===== config.mk =====
export PLATFORM = sky130hd
export DESIGN_NAME = exv_unit
export DESIGN_NICKNAME = d
export VERILOG_FILES = /design/src/rtl/exv_pkg.sv /design/src/rtl/exv_vector_table.sv /design/src/rtl/exv_csr_regs.sv /design/src/rtl/exv_redirect_calc.sv /design/src/rtl/exv_unit.sv
export SDC_FILE = /design/constraint.sdc
export NUM_CORES = 1
export LEC_CHECK = 0
export ABC_AREA = 1
export BUFFER_PORTS_ARGS = -buffer_cell sky130_fd_sc_hd__buf_2
export CORE_MARGIN = 5
export CORE_UTILIZATION = 50
export CTS_BUF_LIST = sky130_fd_sc_hd__clkbuf_16
export CTS_CLUSTER_DIAMETER = 80
export CTS_CLUSTER_SIZE = 16
export DETAILED_ROUTE_END_ITERATION = 16
export PLACE_DENSITY = 0.78
export SLEW_MARGIN = 20
export SYNTH_ARGS = -nofsm -noshare
export SYNTH_HDL_FRONTEND = slang
export SYNTH_SLANG_ARGS = --single-unit
export TNS_END_PERCENT = 5

===== constraint.sdc =====
create_clock -name clk -period 3.4 [get_ports clk]
set_input_delay 0.68 -clock clk [delete_from_list [all_inputs] [get_ports clk]]
set_output_delay 0.68 -clock clk [all_outputs]
set_load 0.05 [all_outputs]

===== src/rtl/exv_pkg.sv =====
package exv_pkg;
  localparam int CAUSE_W = 4;
  localparam int OFS_W   = 14;

  typedef enum logic [CAUSE_W-1:0] {
    C_RESET  = 4'd0,
    C_MCHK   = 4'd1,
    C_ARITH  = 4'd2,
    C_INTR   = 4'd3,
    C_NDTB   = 4'd4,
    C_PDTB   = 4'd5,
    C_ALIGN  = 4'd6,
    C_DFAULT = 4'd7,
    C_DACV   = 4'd8,
    C_IMISS  = 4'd9,
    C_IFAULT = 4'd10,
    C_IACV   = 4'd11,
    C_OPCDEC = 4'd12,
    C_FPOFF  = 4'd13,
    C_PCALL  = 4'd14,
    C_IOVF   = 4'd15
  } cause_e;

  localparam logic [OFS_W-1:0] RESET_OFS = 14'h0001;
endpackage


===== src/rtl/exv_vector_table.sv =====
module exv_vector_table
  import exv_pkg::*;
(
  input  cause_e           cause,
  output logic [OFS_W-1:0] offset,
  output logic             skip_insn
);
  always_comb begin
    skip_insn = 1'b0;
    unique case (cause)
      C_RESET:           offset = RESET_OFS;
      C_MCHK:            offset = 14'h0401;
      C_ARITH, C_IOVF: begin
                         offset    = 14'h0501;
                         skip_insn = 1'b1;
      end
      C_INTR:            offset = 14'h0101;
      C_NDTB:            offset = 14'h0201;
      C_PDTB:            offset = 14'h0281;
      C_ALIGN:           offset = 14'h0301;
      C_DFAULT, C_DACV:  offset = 14'h0381;
      C_IMISS, C_IFAULT: offset = 14'h0181;
      C_IACV:            offset = 14'h0081;
      C_OPCDEC:          offset = 14'h0481;
      C_FPOFF:           offset = 14'h0581;
      C_PCALL: begin
                         offset    = 14'h2001;
                         skip_insn = 1'b1;
      end
      default:           offset = 14'h0481;
    endcase
  end
endmodule


===== src/rtl/exv_csr_regs.sv =====
module exv_csr_regs #(
  parameter int              XLEN     = 64,
  parameter logic [XLEN-1:0] DEF_BASE = 64'h0000_0000_0001_0000
) (
  input  logic            clk,
  input  logic            rst,
  input  logic            base_wr,
  input  logic [XLEN-1:0] base_wdata,
  input  logic            cap_en,
  input  logic [XLEN-1:0] cap_val,
  input  logic            sw_wr,
  input  logic [XLEN-1:0] sw_val,
  output logic [XLEN-1:0] base_q,
  output logic [XLEN-1:0] exc_q
);
  localparam logic [XLEN-1:0] BIT1_CLR = ~(XLEN'(2));

  always_ff @(posedge clk) begin
    if (rst) begin
      base_q <= DEF_BASE;
      exc_q  <= '0;
    end else begin
      if (base_wr) base_q <= base_wdata;
      if (cap_en)     exc_q <= cap_val;
      else if (sw_wr) exc_q <= sw_val & BIT1_CLR;
    end
  end

  a_r9_bit1_clear: assert property (@(posedge clk) disable iff (rst)
    (sw_wr && !cap_en) |=> (exc_q[1] == 1'b0));

  a_r11_base_write: assert property (@(posedge clk) disable iff (rst)
    base_wr |=> (base_q == $past(base_wdata)));
endmodule


===== src/rtl/exv_redirect_calc.sv =====
module exv_redirect_calc
  import exv_pkg::*;
#(
  parameter int XLEN       = 64,
  parameter int INSN_BYTES = 4
) (
  input  logic               evt_valid,
  input  logic [CAUSE_W-1:0] evt_cause,
  input  logic [XLEN-1:0]    cur_pc,
  input  logic               in_priv,
  input  logic               rfe_valid,
  input  logic [XLEN-1:0]    base_q,
  input  logic [XLEN-1:0]    exc_q,
  output logic               go,
  output logic [XLEN-1:0]    target,
  output logic               cap_en,
  output logic [XLEN-1:0]    cap_val,
  output logic               enter,
  output logic               leave
);
  localparam logic [XLEN-1:0] STEP = XLEN'(INSN_BYTES);

  cause_e           eff_cause;
  logic [OFS_W-1:0] offset;
  logic             skip_insn;
  logic             rfe_ok;
  logic             take_exc;

  assign rfe_ok    = rfe_valid && !evt_valid && in_priv;
  assign take_exc  = evt_valid || (rfe_valid && !in_priv);
  assign eff_cause = evt_valid ? cause_e'(evt_cause) : C_OPCDEC;

  exv_vector_table u_table (
    .cause     (eff_cause),
    .offset    (offset),
    .skip_insn (skip_insn)
  );

  always_comb begin
    go      = take_exc || rfe_ok;
    target  = exc_q;
    cap_en  = 1'b0;
    cap_val = cur_pc;
    enter   = 1'b0;
    leave   = 1'b0;
    if (take_exc) begin
      target  = base_q + XLEN'(offset);
      enter   = !in_priv;
      cap_en  = !(eff_cause == C_INTR && in_priv);
      cap_val = skip_insn ? cur_pc + STEP : cur_pc;
    end else if (rfe_ok) begin
      leave = !exc_q[0];
    end
  end
endmodule


===== src/rtl/exv_unit.sv =====
module exv_unit
  import exv_pkg::*;
#(
  parameter int              XLEN       = 64,
  parameter int              INSN_BYTES = 4,
  parameter logic [XLEN-1:0] DEF_BASE   = 64'h0000_0000_0001_0000
) (
  input  logic               clk,
  input  logic               rst,
  input  logic               evt_valid,
  input  logic [CAUSE_W-1:0] evt_cause,
  input  logic [XLEN-1:0]    cur_pc,
  input  logic               in_priv,
  input  logic               rfe_valid,
  input  logic               base_wr,
  input  logic [XLEN-1:0]    base_wdata,
  input  logic               exca_wr,
  input  logic [XLEN-1:0]    exca_wdata,
  output logic               redirect_valid,
  output logic [XLEN-1:0]    redirect_pc,
  output logic [XLEN-1:0]    redirect_npc,
  output logic [XLEN-1:0]    exc_addr,
  output logic               priv_enter,
  output logic               priv_leave
);
  localparam logic [XLEN-1:0] STEP     = XLEN'(INSN_BYTES);
  localparam logic [XLEN-1:0] RST_PC   = DEF_BASE + XLEN'(RESET_OFS);

  logic [XLEN-1:0] base_q, exc_q, target, cap_val;
  logic            go, cap_en, enter, leave;

  exv_csr_regs #(.XLEN(XLEN), .DEF_BASE(DEF_BASE)) u_csr (
    .clk        (clk),
    .rst        (rst),
    .base_wr    (base_wr),
    .base_wdata (base_wdata),
    .cap_en     (cap_en),
    .cap_val    (cap_val),
    .sw_wr      (exca_wr),
    .sw_val     (exca_wdata),
    .base_q     (base_q),
    .exc_q      (exc_q)
  );

  exv_redirect_calc #(.XLEN(XLEN), .INSN_BYTES(INSN_BYTES)) u_calc (
    .evt_valid (evt_valid),
    .evt_cause (evt_cause),
    .cur_pc    (cur_pc),
    .in_priv   (in_priv),
    .rfe_valid (rfe_valid),
    .base_q    (base_q),
    .exc_q     (exc_q),
    .go        (go),
    .target    (target),
    .cap_en    (cap_en),
    .cap_val   (cap_val),
    .enter     (enter),
    .leave     (leave)
  );

  always_ff @(posedge clk) begin
    if (rst) begin
      redirect_valid <= 1'b1;
      redirect_pc    <= RST_PC;
      redirect_npc   <= RST_PC + STEP;
      priv_enter     <= 1'b1;
      priv_leave     <= 1'b0;
    end else begin
      redirect_valid <= go;
      priv_enter     <= go && enter;
      priv_leave     <= go && leave;
      if (go) begin
        redirect_pc  <= target;
        redirect_npc <= target + STEP;
      end
    end
  end

  assign exc_addr = exc_q;

  a_r6_idle_quiet: assert property (@(posedge clk) disable iff (rst)
    (!evt_valid && !rfe_valid) |=> !redirect_valid);

  a_r5_intr_keeps_addr: assert property (@(posedge clk) disable iff (rst)
    (evt_valid && evt_cause == C_INTR && in_priv && !exca_wr) |=> $stable(exc_addr));

  a_r10_enter_req: assert property (@(posedge clk) disable iff (rst)
    (evt_valid && !in_priv) |=> (redirect_valid && priv_enter && !priv_leave));

  a_r8_bad_return: assert property (@(posedge clk) disable iff (rst)
    (rfe_valid && !evt_valid && !in_priv) |=>
      (redirect_pc == $past(base_q) + XLEN'(14'h0481) && exc_addr == $past(cur_pc)));

  a_r7_good_return: assert property (@(posedge clk) disable iff (rst)
    (rfe_valid && !evt_valid && in_priv) |=>
      (redirect_pc == $past(exc_addr) && !priv_enter));

  a_r2_priv_marker: assert property (@(posedge clk) disable iff (rst)
    (evt_valid && !base_q[0]) |=> redirect_pc[0]);
endmodule


==> metrics.txt <==
final WL=79880 um; DR WL met3=8087 um; area grow syn2layout=35.91%; Synth area leaders=dfxtp_1, nand2_1, nand3_1; vias in the first global route=20450; htree depth=1; unrepaired setup endpoints after global routing=yes; vias=21340; share of cells above drive strength 1=31.71%; max cap viols=0; Sink Count=257; first-pass GRT wire length=116100 um; Antenna Nets Post-Route=0; cts hold-fix bufs=0; die height=192.2 um; failing checks=setup timing; Die Span X=192.2 um; combinational share of power=31.4%; final worst slack=-114.1 ps; drt drc=0; CP arrival=4000 ps; Placer Congestion=1.083; met2 wire len=36640 um; Worst Path Required=3880 ps; outcome=finished with violations; initial antenna violation count=1; area leader, netlist=dfxtp_1; post-route cell area=22550 sq um; sw frac=38.90%; clk root buf=clkbuf_16; Nets=3513; First-pass DRT Iterations=6; Crit. End Element=register; Total GRT Usage=40.73%; Final Hold Viols=0; row cnt=66; Largest stage delay, worst path=260 ps; Syn Inst Count=2699; critical path fanouts, max=4; Startpoint Class=primary input; clk slew on worst S/H paths=80 ps; vias per std cell=5.689; Initial DRC Count=2224; port buffer count=396; Power Internal=5.269 mW; Seq pwr share=40.8%; WL met1=28930 um; synthesized area per cell=6.147 sq um; part of the power in the clock network=27.9%; ys flop type=dfxtp_1; post-synth cell types=54; initial core utilization=50.86%; cts bufs inserted=21; cell area after placement=20680 sq um; Critical-path top delay cell=nor2_1; Worst-Skew Late Latency=550 ps; CTS max path bufs=3; fin. max-slew vios=0; largest net degree at the start of global routing=79; fin cells=3751; DP Cell Count=3687; final worst path period share=103.4%; TritonCTS clock tree=yes; sw power=3.355 mW; num ports=398; Post-synth EDFFs=0; syn nets=2910; CP top delay family=simple AND/OR/NAND/NOR gates; Synth async-reset ratio=0%; yosys warns=0; Worst Setup Path Type=primary input to register; Tightest Pin Transition=692.3 ps; total power=8.624 mW; Worst Skew=17.97 ps; Crit path buffers/inverters=3; DR WL/cell=21.29 um; most common cell in the netlist=nand2_1; Fmax=284.6 MHz; crit-path most repeated cell=nand2_1; post-synthesis cell area=16590 sq um; fin crit period=3514 ps; Leak Pwr=11.03 nW; Seq/Total Area, Yosys=31.01%; FF+latch count, synth=257; top sig layer=met4; Die ar.=36930 sq um; worst vdd ir=0.3601 mV; power per cell area=382.5 nW/um^2; Final HPWL DP=62950 um; most frequent cells after synthesis=nand2_1, inv_1, nor2_1; # setup viols final=27; Congestion Overflow GR=0; HP Class=primary input to register; area share of the largest cell type after synthesis=31.01%; relative slew slack=53.78%; core area=32620 sq um
## worst register-to-register path: cells and delay by family, from the launching register on
family        cells  cell delay [ps]
fa+ha+maj         1              300
simple gates     15             2080
buf+inv           2              160
flops             1              470
## state kept, by name (all words and copies together) (netlist names)
signal,cells
priv_leave,1
redirect_npc,62
redirect_pc,64
priv_enter,1
redirect_valid,1
u_csr.base_q,64
u_csr.exc_q,64
## power groups by stage
stage	combinational [mW]	clock, mW	sequential (mW)
floorplan	0.881	0	4.06
global placement	2.44	0	3.56
detailed placement	2.47	0	3.56
CTS	2.51	2.40	3.50
global route	2.86	2.51	3.52
finish	2.70	2.40	3.52
## final timing paths
kind / start / endpoint / slack, ps / depth (start not counted)
max reg2reg: u_csr.base_q[1] / redirect_npc[57] / 270 / 18
max: evt_cause[3] / redirect_npc[43] / -110 / 27
min reg2reg: redirect_npc[26] / redirect_npc[26] / 450 / 2
min: base_wdata[11] / u_csr.base_q[11] / 360 / 3
## layout by cell type (no fill, tap or decap), types with 34 or more instances in the layout
cell / synthesis / routed
xor2_1: 35 / 34
inv_1: 318 / 304
nand2_2: 29 / 87
buf_4: 6 / 270
o21ai_0: 171 / 167
nand3_1: 243 / 213
nor2_1: 292 / 242
a21oi_1: 108 / 106
nor2_2: 26 / 50
o211ai_1: 38 / 38
nor2_4: 14 / 40
nand4_1: 52 / 52
dfxtp_1: 257 / 257
nand2_1: 779 / 698
nand3_2: 10 / 34
nor3_1: 42 / 42
buf_2: 7 / 393
## cells by family after synthesis
family          share of synthesized area (%)
xor+xnor                                2.903
mux                                    0.1885
fa+ha+maj                              0.6033
simple gates                            42.18
compound gates                          12.88
flops                                   31.01
buf+inv                                 10.23
## final cells by class
cell class,count,area (sq um)
repair buffers,678,4245
diodes,1,2.502
fillers,2887,10070
multi-input cells,2005,10720
flip-flops and latches,257,5145
clock inverters,8,81.33
clock buffers,21,525.5
well taps,442,553.0
inverters,339,1277
## per-stage QoR
step / TNS [ps] / setup slack (ps) / utilization [%] / hold slack, ps
after global routing: -5660 / -217.5 / 69.12 / 381.3
after global placement: -29380 / -671.6 / 63.41 / 435.4
after CTS: -34.26 / -14.30 / 66.12 / 360.7
after floorplan: 0 / 73.46 / - / 461.6
after detailed placement: -38500 / -777.8 / 63.41 / 435.1
final: -1525 / -114.1 / 69.13 / 355.1
## layer usage
layer,vias up,global-route usage (%)
met5,-,0
met4,0,25.04
met3,340,6.525
met2,1370,68.00
met1,9743,49.04
li1,9886,-
## timing repair
item,CTS,global route
endpoints found under the setup margin,43,52
pin swaps,18,111
gates cloned,1,0
resized for setup,57,213
setup buffers,7,26
Note: power is estimated with default switching activity, not from simulation.
